$ cat src/rtl/hp_slot_pkg.sv
// Shared field positions, indicator codes and event-stage helpers for the
// hot-plug slot controller. Assumes a 16-bit control and status word.
package hp_slot_pkg;
    localparam int CW = 16;

    // control word fields
    localparam int CTL_ABP_EN   = 0;
    localparam int CTL_PDC_EN   = 3;
    localparam int CTL_CC_EN    = 4;
    localparam int CTL_HPIE     = 5;
    localparam int CTL_ATTN_LO  = 6;
    localparam int CTL_PWRI_LO  = 8;
    localparam int CTL_PWR_OFF  = 10;
    localparam int CTL_LOCK_TGL = 11;

    // status word fields
    localparam int STS_ABP  = 0;
    localparam int STS_PDC  = 3;
    localparam int STS_CC   = 4;
    localparam int STS_PDS  = 6;
    localparam int STS_LOCK = 7;

    localparam logic [CW-1:0] EVT_MASK =
        CW'((1 << STS_ABP) | (1 << STS_PDC) | (1 << STS_CC));

    typedef enum logic [1:0] {
        IND_RSVD  = 2'b00,
        IND_ON    = 2'b01,
        IND_BLINK = 2'b10,
        IND_OFF   = 2'b11
    } ind_e;

    typedef struct packed {
        logic [CW-1:0] sts;
        logic          pend;
        logic          fire;
    } stage_t;

    // Derived interrupt-pending level.
    function automatic logic pend_eval(input logic [CW-1:0] ctl,
                                       input logic [CW-1:0] sts);
        return ctl[CTL_HPIE] && (|(sts & ctl & EVT_MASK));
    endfunction

    // Re-evaluate the level and note whether it changed.
    function automatic stage_t reeval(input stage_t in, input logic [CW-1:0] ctl);
        stage_t o;
        o      = in;
        o.pend = pend_eval(ctl, in.sts);
        o.fire = in.fire | (o.pend != in.pend);
        return o;
    endfunction

    // Raise event bits; an already-set bit suppresses evaluation.
    function automatic stage_t raise_evt(input stage_t in, input logic [CW-1:0] ctl,
                                         input logic [CW-1:0] ev);
        stage_t o;
        o     = in;
        o.sts = in.sts | ev;
        if (!(|(in.sts & ev))) begin
            o = reeval(o, ctl);
        end
        return o;
    endfunction
endpackage

$ cat src/rtl/hp_ctl_reg.sv
// Slot control register. Merges byte-enabled writes into the writable bits,
// decodes the interlock toggle and the power-off-with-indicator-off request.
// Assumes at most one write per cycle; boot_present is stable during reset.
module hp_ctl_reg
    import hp_slot_pkg::*;
#(
    parameter bit HAS_PWR_CTL = 1'b1
) (
    input  logic          clk,
    input  logic          rst_n,
    input  logic          boot_present,
    input  logic          wr_en,
    input  logic [CW-1:0] wdata,
    input  logic [CW-1:0] bmask,
    output logic [CW-1:0] ctl_q,
    output logic [CW-1:0] ctl_nx,
    output logic          lock_tgl,
    output logic          off_req
);
    localparam logic [CW-1:0] WMASK_BASE = CW'((1 << CTL_ABP_EN) | (1 << CTL_PDC_EN) |
        (1 << CTL_CC_EN) | (1 << CTL_HPIE) | (3 << CTL_ATTN_LO) | (3 << CTL_PWRI_LO));
    localparam logic [CW-1:0] WMASK = HAS_PWR_CTL ?
        (WMASK_BASE | CW'(1 << CTL_PWR_OFF)) : WMASK_BASE;

    logic [CW-1:0] rst_val;

    // Reset value: attention off, power fields from boot population.
    always_comb begin
        rst_val = '0;
        rst_val[CTL_ATTN_LO +: 2] = IND_OFF;
        if (HAS_PWR_CTL) begin
            rst_val[CTL_PWRI_LO +: 2] = boot_present ? IND_ON : IND_OFF;
            rst_val[CTL_PWR_OFF]      = ~boot_present;
        end
    end

    // Next value after a byte-enabled write.
    always_comb begin
        ctl_nx = ctl_q;
        if (wr_en) begin
            ctl_nx = (ctl_q & ~(WMASK & bmask)) | (wdata & WMASK & bmask);
        end
    end

    // Side effects decoded from the written data.
    always_comb begin
        lock_tgl = wr_en && bmask[CTL_LOCK_TGL] && wdata[CTL_LOCK_TGL];
        off_req  = wr_en && bmask[CTL_PWR_OFF] && bmask[CTL_PWRI_LO] &&
                   wdata[CTL_PWR_OFF] && (wdata[CTL_PWRI_LO +: 2] == IND_OFF);
    end

    // Control register state.
    always_ff @(posedge clk) begin
        if (!rst_n) ctl_q <= rst_val;
        else        ctl_q <= ctl_nx;
    end
endmodule

$ cat src/rtl/hp_evt_engine.sv
// Combinational event chain: status clear, control write effects, command
// completed, then external events, each stage updating the pending level.
// Assumes event inputs are single-cycle pulses.
module hp_evt_engine
    import hp_slot_pkg::*;
(
    input  logic [CW-1:0] sts_q,
    input  logic          pend_q,
    input  logic [CW-1:0] ctl_q,
    input  logic [CW-1:0] ctl_nx,
    input  logic          ctl_wr,
    input  logic          sts_wr,
    input  logic [CW-1:0] sts_clr,
    input  logic          lock_tgl,
    input  logic          off_req,
    input  logic          hot_add,
    input  logic          attn_push,
    input  logic          unplug_req,
    input  logic          msix_en,
    input  logic          msi_en,
    output logic [CW-1:0] sts_nx,
    output logic          pend_nx,
    output logic          fire,
    output logic          clr_intx,
    output logic          busy_nx,
    output logic          remove_nx
);
    localparam logic [CW-1:0] EV_ABP = CW'(1 << STS_ABP);
    localparam logic [CW-1:0] EV_PDC = CW'(1 << STS_PDC);
    localparam logic [CW-1:0] EV_CC  = CW'(1 << STS_CC);

    logic   locked;
    stage_t st;

    // Interlock state at the start of the cycle gates requests.
    always_comb begin
        locked  = sts_q[STS_LOCK];
        busy_nx = (hot_add || unplug_req) && locked;
    end

    // Ordered event stages.
    always_comb begin
        st.sts    = sts_q;
        st.pend   = pend_q;
        st.fire   = 1'b0;
        clr_intx  = 1'b0;
        remove_nx = 1'b0;
        if (sts_wr) begin
            st.sts   = st.sts & ~sts_clr;
            st.pend  = pend_eval(ctl_q, st.sts);
            clr_intx = !msix_en && !msi_en && !st.pend;
        end
        if (ctl_wr) begin
            if (lock_tgl) st.sts[STS_LOCK] = ~st.sts[STS_LOCK];
            if (off_req && st.sts[STS_PDS]) begin
                remove_nx          = 1'b1;
                st.sts[STS_PDS]    = 1'b0;
                st.sts[STS_PDC]    = 1'b1;
            end
            st = reeval(st, ctl_nx);
            st = raise_evt(st, ctl_nx, EV_CC);
        end
        if (hot_add && !locked) begin
            st.sts[STS_PDS] = 1'b1;
            st = raise_evt(st, ctl_nx, EV_PDC | EV_ABP);
        end
        if (attn_push) begin
            st = raise_evt(st, ctl_nx, EV_ABP);
        end
        if (unplug_req && !locked) begin
            st = raise_evt(st, ctl_nx, EV_ABP);
        end
        sts_nx  = st.sts;
        pend_nx = st.pend;
        fire    = st.fire;
    end
endmodule

$ cat src/rtl/hp_notify.sv
// Notification router: MSI-X first, then MSI, else INTx level. Also registers
// the removal and busy pulses. Assumes the mode flags are quasi-static.
module hp_notify #(
    parameter int VEC_W = 5
) (
    input  logic             clk,
    input  logic             rst_n,
    input  logic             fire,
    input  logic             pend,
    input  logic             clr_intx,
    input  logic             msix_en,
    input  logic             msi_en,
    input  logic [VEC_W-1:0] vec_in,
    input  logic             remove_in,
    input  logic             busy_in,
    output logic             intx,
    output logic             msg_req,
    output logic             msg_msix,
    output logic [VEC_W-1:0] msg_vec,
    output logic             remove_stb,
    output logic             busy
);
    // Route a level change to a message or to the INTx level.
    always_ff @(posedge clk) begin
        if (!rst_n) begin
            intx     <= 1'b0;
            msg_req  <= 1'b0;
            msg_msix <= 1'b0;
            msg_vec  <= '0;
        end else begin
            msg_req <= 1'b0;
            if (fire && (msix_en || msi_en)) begin
                msg_req  <= 1'b1;
                msg_msix <= msix_en;
                msg_vec  <= vec_in;
            end else if (fire) begin
                intx <= pend;
            end else if (clr_intx) begin
                intx <= 1'b0;
            end
        end
    end

    // One-cycle strobes for removal and refused requests.
    always_ff @(posedge clk) begin
        if (!rst_n) begin
            remove_stb <= 1'b0;
            busy       <= 1'b0;
        end else begin
            remove_stb <= remove_in;
            busy       <= busy_in;
        end
    end
endmodule

$ cat src/rtl/hp_slot_ctrl.sv
// Top of the hot-plug slot controller: holds the status word and pending
// level, and wires control register, event chain and notifier together.
// Assumes one configuration write per cycle and pulsed event inputs.
module hp_slot_ctrl
    import hp_slot_pkg::*;
#(
    parameter int VEC_W       = 5,
    parameter bit HAS_PWR_CTL = 1'b1
) (
    input  logic             clk,
    input  logic             rst_n,
    input  logic             cfg_wr,
    input  logic             cfg_sel_sts,
    input  logic [15:0]      cfg_wdata,
    input  logic [1:0]       cfg_be,
    input  logic             boot_present,
    input  logic             hot_add,
    input  logic             attn_push,
    input  logic             unplug_req,
    input  logic             msix_en,
    input  logic             msi_en,
    input  logic [VEC_W-1:0] vec_in,
    output logic [15:0]      rd_ctl,
    output logic [15:0]      rd_sts,
    output logic             intx,
    output logic             msg_req,
    output logic             msg_msix,
    output logic [VEC_W-1:0] msg_vec,
    output logic             remove_stb,
    output logic             busy
);
    localparam int NBYTE = CW / 8;

    logic [CW-1:0] bmask;
    logic [CW-1:0] ctl_q, ctl_nx, sts_q, sts_nx, sts_clr;
    logic          pend_q, pend_nx, fire, clr_intx, busy_nx, remove_nx;
    logic          lock_tgl, off_req, ctl_wr, sts_wr;

    for (genvar b = 0; b < NBYTE; b++) begin : g_bmask
        assign bmask[b*8 +: 8] = {8{cfg_be[b]}};
    end

    // Decode the write target and the write-one-to-clear set.
    always_comb begin
        ctl_wr  = cfg_wr && !cfg_sel_sts;
        sts_wr  = cfg_wr && cfg_sel_sts;
        sts_clr = cfg_wdata & bmask & EVT_MASK;
    end

    hp_ctl_reg #(.HAS_PWR_CTL(HAS_PWR_CTL)) u_ctl (
        .clk, .rst_n, .boot_present,
        .wr_en(ctl_wr), .wdata(cfg_wdata), .bmask,
        .ctl_q, .ctl_nx, .lock_tgl, .off_req
    );

    hp_evt_engine u_evt (
        .sts_q, .pend_q, .ctl_q, .ctl_nx, .ctl_wr, .sts_wr, .sts_clr,
        .lock_tgl, .off_req, .hot_add, .attn_push, .unplug_req,
        .msix_en, .msi_en, .sts_nx, .pend_nx, .fire, .clr_intx,
        .busy_nx, .remove_nx
    );

    // Status word and pending level state.
    always_ff @(posedge clk) begin
        if (!rst_n) begin
            sts_q          <= '0;
            sts_q[STS_PDS] <= boot_present;
            pend_q         <= 1'b0;
        end else begin
            sts_q  <= sts_nx;
            pend_q <= pend_nx;
        end
    end

    hp_notify #(.VEC_W(VEC_W)) u_ntf (
        .clk, .rst_n, .fire, .pend(pend_nx), .clr_intx, .msix_en, .msi_en,
        .vec_in, .remove_in(remove_nx), .busy_in(busy_nx),
        .intx, .msg_req, .msg_msix, .msg_vec, .remove_stb, .busy
    );

    assign rd_ctl = ctl_q;
    assign rd_sts = sts_q;
endmodule

$ cat config.mk
export PLATFORM = sky130hd
export DESIGN_NAME = hp_slot_ctrl
export DESIGN_NICKNAME = d
export VERILOG_FILES = /design/src/rtl/hp_slot_pkg.sv /design/src/rtl/hp_ctl_reg.sv /design/src/rtl/hp_evt_engine.sv /design/src/rtl/hp_notify.sv /design/src/rtl/hp_slot_ctrl.sv
export SDC_FILE = /design/constraint.sdc
export NUM_CORES = 1
export LEC_CHECK = 0
export BUFFER_PORTS_ARGS = -buffer_cell sky130_fd_sc_hd__buf_2
export CELL_PAD_IN_SITES_DETAIL_PLACEMENT = 1
export CELL_PAD_IN_SITES_GLOBAL_PLACEMENT = 1
export CORE_UTILIZATION = 33
export DETAILED_ROUTE_END_ITERATION = 16
export GPL_ROUTABILITY_DRIVEN = 0
export PLACE_DENSITY = 0.9
export REMOVE_ABC_BUFFERS = 1
export SETUP_SLACK_MARGIN = 0.15
export SKIP_CTS_REPAIR_TIMING = 1
export SLEW_MARGIN = 30
export SYNTH_ARGS = -nofsm -noshare
export SYNTH_HDL_FRONTEND = slang
export SYNTH_SLANG_ARGS = --single-unit
$ cat constraint.sdc
create_clock -name clk -period 3.4 [get_ports clk]
set_input_delay 0.68 -clock clk [delete_from_list [all_inputs] [get_ports clk]]
set_output_delay 0.68 -clock clk [all_outputs]
set_load 0.02 [all_outputs]
==> results of run 1 <==
## sequential cells by signal (all words and copies together), names as in the netlist, named ones only
signal,cells
pend_q,1
u_ntf.intx,1
u_ntf.busy,1
u_ntf.msg_msix,1
rd_sts,5
u_ntf.msg_req,1
u_ntf.msg_vec,5
u_ctl.ctl_q,7
u_ntf.remove_stb,1
## cell families (layout without fill, tap and decap cells)
logic type             after synthesis  count (layout)
multiplexers                         7               7
flip-flops                          25              25
other                                1              18
buffers and inverters               32              60
AND/OR/NAND/NOR                     86              86
AO/OA/AOI/OAI                       42              42
XOR/XNOR                             1               1
## cell usage in the layout, fill, tap and decap left out, drive strengths merged, types with 2 or more instances in the layout
master / n
o311ai: 6
a31oi: 2
mux2: 2
dfxtp: 21
nand3b: 2
and2: 7
o21a: 2
nor2: 7
edfxtp: 4
nand2: 35
clkbuf: 3
a21boi: 2
buf: 53
nand3: 13
a32oi: 7
nor2b: 6
a21oi: 6
or2: 3
and3: 6
inv: 3
o221ai: 2
conb: 18
and3b: 2
o21ai: 6
o22ai: 2
mux2i: 5
## layout make-up
class                      count  area (um^2)  area share
timing repair buffer          53        272.8      0.1441
inverter                       3        11.26    0.005948
tap                           67        83.83     0.04428
sequential                    25        540.5      0.2855
clock inverter                 1        5.005    0.002644
multi-input combinational    154        938.4      0.4957
clock buffer                   3        41.29     0.02181
## per-layer routing
layer  part of all wire  wire length [um]
met1               0.46              1898
met2               0.50              2056
met3              0.038               159
met4             0.0075                31
met5                  0                 0
## worst paths after layout
check	startpoint	endpoint
worst max-delay path	cfg_sel_sts	u_ntf.intx
worst min-delay path	flip-flop	flip-flop
worst max register to register	rd_sts[6]	u_ntf.intx
worst min register to register	flip-flop	flip-flop
## worst reg2reg max path: stages (launching register included)
cell	delay, ns
edfxtp_1	0.43
a32oi_2	0.30
o221ai_2	0.16
o211ai_1	0.28
and2_1	0.22
mux2_2	0.48
or2_0	0.26
a32o_1	0.25
## power by group through the flow
stage / combinational, mW / sequential [mW] / clock, mW
detailed placement: 0.150 / 0.334 / 0
global route: 0.165 / 0.330 / 0.199
finish: 0.150 / 0.327 / 0.180
global placement: 0.145 / 0.333 / 0
floorplan: 0.0733 / 0.350 / 0
CTS: 0.151 / 0.328 / 0.184
==> run summary, run 1 <==
Tot GR Track Use - 0.1646
Power Internal - 449.7 uW
Final Non-Filler Cells - 306
initial core utilization - 0.3417
period utilisation layout - 0.8568
Clk pwr share - 0.273
die area - 5175 um^2
largest cells by area after synthesis - dfxtp_1 (26%), buf_4 (8.4%), nand2_1 (8.1%)
Worst-path clk slew - 0.09 ns
final core occ - 0.4008
Ys Warns - 0
Horiz. Die Dim - 71.94 um
R2R depth - 7
Final Skew - 0.005216 ns
min setup slack post-route - 0.4867 ns
FILL cells - 586
xor and xnor area share after synthesis - 0.005426
1st-pass router iterations - 4
worst skew pair latency - 0.27 ns
initial antenna violation count - 0
status - completed
mapped cell area - 1614 um^2
nets@finish - 273
switching power share of the total - 0.3160
sequential area share after synthesis - 0.3349
Global Route met3 Usage - 0.02083
clock buffer depth - 2
Place WS - 0.2088 ns
post-synthesis compound-gate area fraction - 0.2178
worst hold path cell count - 2
largest net degree at the start of global routing - 40
grt met2 use - 0.2925
Slew @ Worst Pin - 0.6285 ns
syn avg cell area - 8.320 um^2
crit end category - flip-flop
DR WL/cell - 13.55 um
I/O pins - 75
first-pass GRT wire length - 6679 um
largest stage delay on the critical path - 0.48 ns
final setup fails - 0
Final min period - 2.913 ns
Yosys top cell by area - dfxtp_1
Critical Path Slowest Stage Cell - mux2_2
via count - 1,505
FMAX - 0.3433 GHz
Post-Synth Simple-Gate Area - 0.2636
Design Area, Final - 1893 um^2
Fin. Hold Viols - 0
Tot Pwr - 657.5 uW
max-slew violations - 0
Bufs and invs on worst path - 1
Post-synth EDFFs - 4
Worst path top cell family by delay - simple AND/OR/NAND/NOR gates
final wirelength - 4145 um
P_sw - 207.7 uW
placed inst area - 1847 um^2
RSZ-0062 raised after global routing - no
Die Ht - 71.94 um
1st-iter DRT viols - 80
most numerous cell in the Yosys netlist - nand2_1
# diodes - 0
Remaining DRCs - 0
num rows - 25
Final ANT Viol Nets - 0
Critical Path Fanout Max - 14
clock sinks - 25
synth cell count leaders - nand2_1 (35), dfxtp_1 (21), buf_4 (18)
VDD IR max - 0.1318 mV
largest family of logic cells by synthesized area - simple AND/OR/NAND/NOR gates
setup TNS - 0 ns
Comb power frac - 0.229
top cell type's share of synthesized area - 0.2605
Max H-tree Level - 1
CP Class - input port to flip-flop
Buffers on Ports - 50
Num CTS Buffers - 3
Vias/cell - 4.918
instance count on the critical path - 9
Hold WS - 0.4736 ns
Top FF cell, synth - dfxtp_1
Seq cells post-synth - 25
Leak - 0.8573 nW
Adder-Cell Fraction of Synth Area - 0
R2R setup slack - 0.92 ns
Top Usage Layer GRT - met2
vias in the first global route - 1,461
synth unique cells - 46
CP arrival - 3.09 ns
Floorplan Core Area - 4723 um^2
crit start category - input port
global-route met1 utilization - 0.2075
CTS root buffer - clkbuf_8
layout cell share with drive strength beyond 1 - 0.2845
synthesis-to-layout area growth - 17.29%
post-synthesis mux area share - 0.05271
power density cells - 347.3 nW/um^2
synthesized instance count - 194
Reg power frac - 0.498
maxcap violations - 0
critical path required time - 3.57 ns
total gr overflow - 0
Slew Limit Headroom - 0.5810
CTS tree - yes
DP Cell Count - 302
ys async rst share - 0
worst min path class - flip-flop to flip-flop
detailed placement HPWL - 3218 um
CP Cell Sequence - buf_2 > and3b_1 > mux2i_4 > o221ai_2 > o211ai_1 > and2_1 > mux2_2 > or2_0 > a32o_1
Power figures use the tool's default switching activity.
==> run 2, diff against run 1 <==
- GPL_ROUTABILITY_DRIVEN: 0 -> default
- MAX_ROUTING_LAYER: default -> met4
==> run 2 against run 1 <==
  * First-iteration DRC count is 10% higher
  * Core utilization stayed put
  * Power hardly changed
  * Combinational power hardly changed
  * Worst hold slack hardly changed
  * Global-route usage is 0.56 points higher
  * Sequential power hardly changed
  * Maximum frequency hardly changed
  * Critical path type unchanged
==> run summary, run 2 (same netlist as run 1, synthesis figures left out) <==
largest reg by FF count - u_ctl.ctl_q (unchanged)
crit end category - flip-flop (unchanged)
nets@finish - 273 (unchanged)
1st-pass router iterations - 4 (unchanged)
Clk pwr share - 0.273 (about the same)
RSZ-0062 raised after global routing - no (unchanged)
critical path required time - 3.57 ns (about the same)
1st-iter DRT viols - 88 (was 80)
Final min period - 2.913 ns (about the same)
Die Ht - 71.94 um (unchanged)
final wirelength - 4150 um (was 4145 um)
max reg flops - 7 (unchanged)
CP arrival - 3.09 ns (about the same)
clock buffer depth - 2 (unchanged)
total gr overflow - 0 (unchanged)
P_sw - 207.8 uW (was 207.7 uW)
Horiz. Die Dim - 71.94 um (unchanged)
Critical Path Slowest Stage Cell - mux2_2 (unchanged)
period utilisation layout - 0.8568 (about the same)
max-slew violations - 0 (unchanged)
Power Internal - 449.7 uW (about the same)
most common cell after layout, fill and taps aside - buf_2 (unchanged)
gpl congestion - 0.8306
initial antenna violation count - 0 (unchanged)
Slew @ Worst Pin - 0.6264 ns (was 0.6285 ns)
synthesis-to-layout area growth - 17.29% (unchanged)
worst skew pair latency - 0.27 ns (about the same)
Vias/cell - 4.908 (was 4.918)
Final Skew - 0.005219 ns (was 0.005216 ns)
Reg-to-Reg Start - rd_sts[6] (unchanged)
CP Cell Sequence - buf_2 > and3b_1 > mux2i_4 > o221ai_2 > o211ai_1 > and2_1 > mux2_2 > or2_0 > a32o_1 (unchanged)
Comb power frac - 0.229 (about the same)
detailed placement HPWL - 3218 um (unchanged)
Max H-tree Level - 1 (unchanged)
final core occ - 0.4008 (unchanged)
largest stage delay on the critical path - 0.48 ns (about the same)
num rows - 25 (unchanged)
first-pass GRT wire length - 6686 um (was 6679 um)
status - completed (unchanged)
final setup fails - 0 (unchanged)
Slew Limit Headroom - 0.5824 (was 0.5810)
I/O pins - 75 (unchanged)
CTS root buffer - clkbuf_8 (unchanged)
VDD IR max - 0.1319 mV (was 0.1318 mV)
R2R setup slack - 0.92 ns (about the same)
via count - 1,502 (was 1,505)
CP Class - input port to flip-flop (unchanged)
Remaining DRCs - 0 (unchanged)
Final ANT Viol Nets - 0 (unchanged)
switching power share of the total - 0.3160 (about the same)
largest net degree at the start of global routing - 40 (unchanged)
DR WL/cell - 13.56 um (was 13.55 um)
# diodes - 0 (unchanged)
setup TNS - 0 ns (unchanged)
Fin. Hold Viols - 0 (unchanged)
layout cell share with drive strength beyond 1 - 0.2845 (unchanged)
CTS tree - yes (unchanged)
crit path from - cfg_sel_sts (unchanged)
Leak - 0.8573 nW (unchanged)
FMAX - 0.3433 GHz (about the same)
initial core utilization - 0.3417 (unchanged)
Reg power frac - 0.498 (about the same)
die area - 5175 um^2 (unchanged)
crit start category - input port (unchanged)
most frequent cells in the layout - buf_2 (50), nand2_1 (35), dfxtp_1 (21) (unchanged)
vias in the first global route - 1,457 (was 1,461)
Num CTS Buffers - 3 (unchanged)
R2R depth - 7 (unchanged)
Worst-path clk slew - 0.09 ns (about the same)
worst hold path cell count - 2 (unchanged)
Tot GR Track Use - 0.1702 (was 0.1646)
power density cells - 347.3 nW/um^2 (about the same)
r2r endpoint - u_ntf.intx (unchanged)
worst min path class - flip-flop to flip-flop (unchanged)
FILL cells - 586 (unchanged)
Critical Path Fanout Max - 14 (unchanged)
Floorplan Core Area - 4723 um^2 (unchanged)
Buffers on Ports - 50 (unchanged)
maxcap violations - 0 (unchanged)
clock sinks - 25 (unchanged)
run 2: cell counts in the layout (fill, tap and decap cells not counted):
No cell type changed its count.
run 2: worst max-delay path, delay by kind of cell:
| family | cells | cell delay (ns) |
|---|---|---|
| AND/OR/NAND/NOR | 3 | 0.79 |
| multiplexers | 2 | 0.78 |
| AO/OA/AOI/OAI | 3 | 0.68 |
| buffers and inverters | 1 | 0.15 |
run 2: power groups by stage:
stage	Combinational, mW	Sequential (mW)	Clock [mW]
after global routing	0.165	0.330	0.199
after CTS	0.151	0.328	0.184
after global placement	0.145	0.333	0
after floorplan	0.0733	0.350	0
final	0.150	0.327	0.180
after detailed placement	0.150	0.334	0
run 2: layout make-up:
cell class | count | area, um^2 | area share
clock buffer | 3 | 41.29 | 0.02181
clock inverter | 1 | 5.005 | 0.002644
inverter | 3 | 11.26 | 0.005948
multi-input combinational | 154 | 938.4 | 0.4957
sequential | 25 | 540.5 | 0.2855
tap | 67 | 83.83 | 0.04428
timing repair buffer | 53 | 272.8 | 0.1441
run 2: how the worst max path moves through the flow:
stage | to | slack (ns) | cells after the start
after floorplan | u_ntf.intx | 0.29 | 8
after global placement | u_ntf.intx | 0.29 | 9
after detailed placement | u_ntf.intx | 0.21 | 9
after CTS | u_ntf.intx | 0.49 | 9
after global routing | u_ntf.intx | 0.35 | 9
final | u_ntf.intx | 0.49 | 9
run 2: metrics by stage:
stage / std cells / setup slack [ns] / cell area (um^2) / hold slack [ns] / power, mW
after floorplan: 182 / 0.2909 / 1490 / 0.5453 / 0.4236
after global placement: 302 / 0.2928 / 1847 / 0.4465 / 0.4786
after detailed placement: 302 / 0.2088 / 1847 / 0.4624 / 0.4844
after CTS: 306 / 0.4900 / 1893 / 0.4817 / 0.6624
after global routing: 306 / 0.3475 / 1893 / 0.5137 / 0.6936
final: 306 / 0.4869 / 1893 / 0.4736 / 0.6575
run 2: routing by layer:
| metal | wire (um) | vias up | track usage |
|---|---|---|---|
| met2 | 2051 | 46 | 0.2914 |
| met5 | 0 | - | - |
| met1 | 1907 | 699 | 0.2101 |
| li1 | - | 753 | - |
| met3 | 159 | 4 | 0.02083 |
| met4 | 31 | 0 | 0.05229 |
==> run 3, diff against run 2 <==
- ABC_AREA: default -> 1
- CORE_UTILIZATION: 33 -> 30
- PLACE_DENSITY: 0.9 -> 0.88
==> run 3 against run 2 <==
  * Power rose by 0.35%
  * Largest power group unchanged
  * Final area fell by 6.1%
  * Register-to-register slack gained 0.61 ns
  * Combinational power is 4% higher
  * Die area increased by 0.77%
  * Via count down 6.7%
  * Sequential share of layout area up 1.9 points
  * First-iteration DRC count down 36%
  * Count of clock-buffer cells in the layout unchanged
  * Clock power about the same
==> run summary, run 3 <==
end of the critical path - u_ntf.msg_vec[4] (was u_ntf.intx)
Tot Pwr - 659.8 uW (was 657.5 uW)
Yosys top cell by area - dfxtp_1 (unchanged)
Tot GR Track Use - 0.1503 (was 0.1702)
maxcap violations - 0 (unchanged)
R2R depth - 13 (was 7)
# diodes - 0 (unchanged)
synth cell count leaders - nand2_1 (46), nand3_1 (24), dfxtp_1 (21) (was nand2_1 (35), dfxtp_1 (21), buf_4 (18))
via count - 1,401 (was 1,502)
final wirelength - 3620 um (was 4150 um)
max reg flops - 7 (unchanged)
Ys Warns - 0 (unchanged)
Leak - 0.9316 nW (was 0.8573 nW)
Worst-path clk slew - 0.09 ns (about the same)
CTS tree - yes (unchanged)
die area - 5214 um^2 (was 5175 um^2)
Critical Path Fanout Max - 9 (was 14)
vias in the first global route - 1,359 (was 1,457)
max-slew violations - 0 (unchanged)
clock sinks - 25 (unchanged)
r2r endpoint - u_ntf.msg_vec[4] (was u_ntf.intx)
crit end category - flip-flop (unchanged)
FMAX - 0.4584 GHz (was 0.3433 GHz)
Worst path top cell family by delay - simple AND/OR/NAND/NOR gates (unchanged)
Remaining DRCs - 0 (unchanged)
Die Ht - 72.21 um (was 71.94 um)
initial antenna violation count - 0 (unchanged)
CTS root buffer - clkbuf_8 (unchanged)
Design Area, Final - 1777 um^2 (was 1893 um^2)
most common cell after layout, fill and taps aside - buf_2 (unchanged)
clock buffer depth - 2 (unchanged)
Place WS - 0.9174 ns (was 0.2088 ns)
sequential area share after synthesis - 0.3655 (was 0.3349)
Hold WS - 0.4719 ns (was 0.4736 ns)
setup TNS - 0 ns (unchanged)
final setup fails - 0 (unchanged)
largest cells by area after synthesis - dfxtp_1 (28%), nand2_1 (12%), buf_4 (9.1%) (was dfxtp_1 (26%), buf_4 (8.4%), nand2_1 (8.1%))
CP arrival - 2.40 ns (was 3.09 ns)
Post-synth EDFFs - 4 (unchanged)
crit-path most repeated cell - nor2_2
ys async rst share - 0 (unchanged)
status - completed (unchanged)
num rows - 25 (unchanged)
synthesized instance count - 206 (was 194)
top cell type's share of synthesized area - 0.2843 (was 0.2605)
synthesis-to-layout area growth - 20.14% (was 17.29%)
syn avg cell area - 7.179 um^2 (was 8.320 um^2)
min setup slack post-route - 1.218 ns (was 0.4869 ns)
1st-pass router iterations - 4 (unchanged)
largest net degree at the start of global routing - 18 (was 40)
instance count on the critical path - 15 (was 9)
DP Cell Count - 319 (was 302)
crit start category - input port (unchanged)
final core occ - 0.3762 (was 0.4008)
Final Non-Filler Cells - 323 (was 306)
largest reg by FF count - u_ctl.ctl_q (unchanged)
most numerous cell in the Yosys netlist - nand2_1 (unchanged)
gpl congestion - 0.8457 (was 0.8306)
I/O pins - 75 (unchanged)
power density cells - 371.4 nW/um^2 (was 347.3 nW/um^2)
Critical Path Slowest Stage Cell - or2_4 (was mux2_2)
1st-iter DRT viols - 56 (was 88)
most frequent cells in the layout - buf_2 (50), nand2_1 (46), nand3_1 (24) (was buf_2 (50), nand2_1 (35), dfxtp_1 (21))
Final min period - 2.182 ns (was 2.913 ns)
DR WL/cell - 11.21 um (was 13.56 um)
Seq cells post-synth - 25 (unchanged)
placed inst area - 1730 um^2 (was 1847 um^2)
R2R setup slack - 1.53 ns (was 0.92 ns)
Vias/cell - 4.337 (was 4.908)
VDD IR max - 0.1470 mV (was 0.1319 mV)
Num CTS Buffers - 3 (unchanged)
initial core utilization - 0.3131 (was 0.3417)
RSZ-0062 raised after global routing - no (unchanged)
Floorplan Core Area - 4723 um^2 (unchanged)
Reg-to-Reg Start - rd_sts[6] (unchanged)
worst min path class - flip-flop to flip-flop (unchanged)
CP Cell Sequence - buf_2 > inv_2 > nand4_1 > o21ai_1 > inv_1 > nand2_1 > nor2_1 > nor2_2 > nand2_1 > or2_4 > nand3_4 > nand2_4 > inv_4 > nor2_2 > nor2_2 (was buf_2 > and3b_1 > mux2i_4 > o221ai_2 > o211ai_1 > and2_1 > mux2_2 > or2_0 > a32o_1)
largest stage delay on the critical path - 0.26 ns (was 0.48 ns)
Max H-tree Level - 1 (unchanged)
Final ANT Viol Nets - 0 (unchanged)
Buffers on Ports - 50 (unchanged)
critical path required time - 3.61 ns (was 3.57 ns)
total gr overflow - 0 (unchanged)
layout cell share with drive strength beyond 1 - 0.3281 (was 0.2845)
crit path from - cfg_sel_sts (unchanged)
nets@finish - 290 (was 273)
detailed placement HPWL - 2984 um (was 3218 um)
period utilisation layout - 0.6417 (was 0.8568)
worst skew pair latency - 0.27 ns (about the same)
synth unique cells - 28 (was 46)
Final Skew - 0.003230 ns (was 0.005219 ns)
Fin. Hold Viols - 0 (unchanged)
Bufs and invs on worst path - 4 (was 1)
Top FF cell, synth - dfxtp_1 (unchanged)
CP Class - input port to flip-flop (unchanged)
first-pass GRT wire length - 5934 um (was 6686 um)
mapped cell area - 1479 um^2 (was 1614 um^2)
Horiz. Die Dim - 72.21 um (was 71.94 um)
[run 3: cells by family (layout without fill, tap and decap cells)]
family | after synthesis | in the layout | share of synthesized area
other | 1 | 18 | 0.002536
multiplexers | 1 | 1 | 0.006768
AND/OR/NAND/NOR | 117 | 117 | 0.3976
AO/OA/AOI/OAI | 18 | 18 | 0.06852
buffers and inverters | 44 | 77 | 0.1590
flip-flops | 25 | 25 | 0.3655
[run 3: how the worst min path moves through the flow]
stage	endpoint	cells after the start	slack, ns	start
floorplan	u_ntf.msg_msix	2	0.54	u_ntf.msg_msix
global placement	u_ntf.msg_msix	2	0.45	u_ntf.msg_msix
detailed placement	u_ntf.msg_msix	2	0.47	u_ntf.msg_msix
CTS	u_ntf.msg_msix	2	0.48	u_ntf.msg_msix
global route	u_ntf.msg_msix	2	0.52	u_ntf.msg_msix
finish	u_ntf.msg_msix	2	0.47	u_ntf.msg_msix
[run 3: area by class of cell]
type	instances	area, um^2
fillers	631	2947
multi-input cells	154	767.0
flip-flops and latches	25	540.5
repair buffers	50	250.2
inverters	23	88.84
well taps	67	83.83
clock buffers	3	41.29
clock inverters	1	5.005
[run 3: per-layer routing]
metal,part of all wire,routed length (um),track usage
met4,0.017,63,0.06754
met3,0.025,92,0.01528
met1,0.43,1566,0.1668
met2,0.52,1897,0.2710
met5,0,0,-
[run 3: where the power goes]
part,leakage (nW),switching (mW),total (mW),internal (mW)
Sequential,0.212,0.00946,0.327,0.317
Combinational,0.694,0.107,0.156,0.0484
Clock,0.0255,0.0957,0.178,0.0820
Total,0.932,0.212,0.660,0.448
[run 3: tightest hold or removal path, delay by kind of cell (launching register included)]
family	cells	cell delay [ns]
flip-flops	1	0.31
AO/OA/AOI/OAI	1	0.06
AND/OR/NAND/NOR	1	0.06
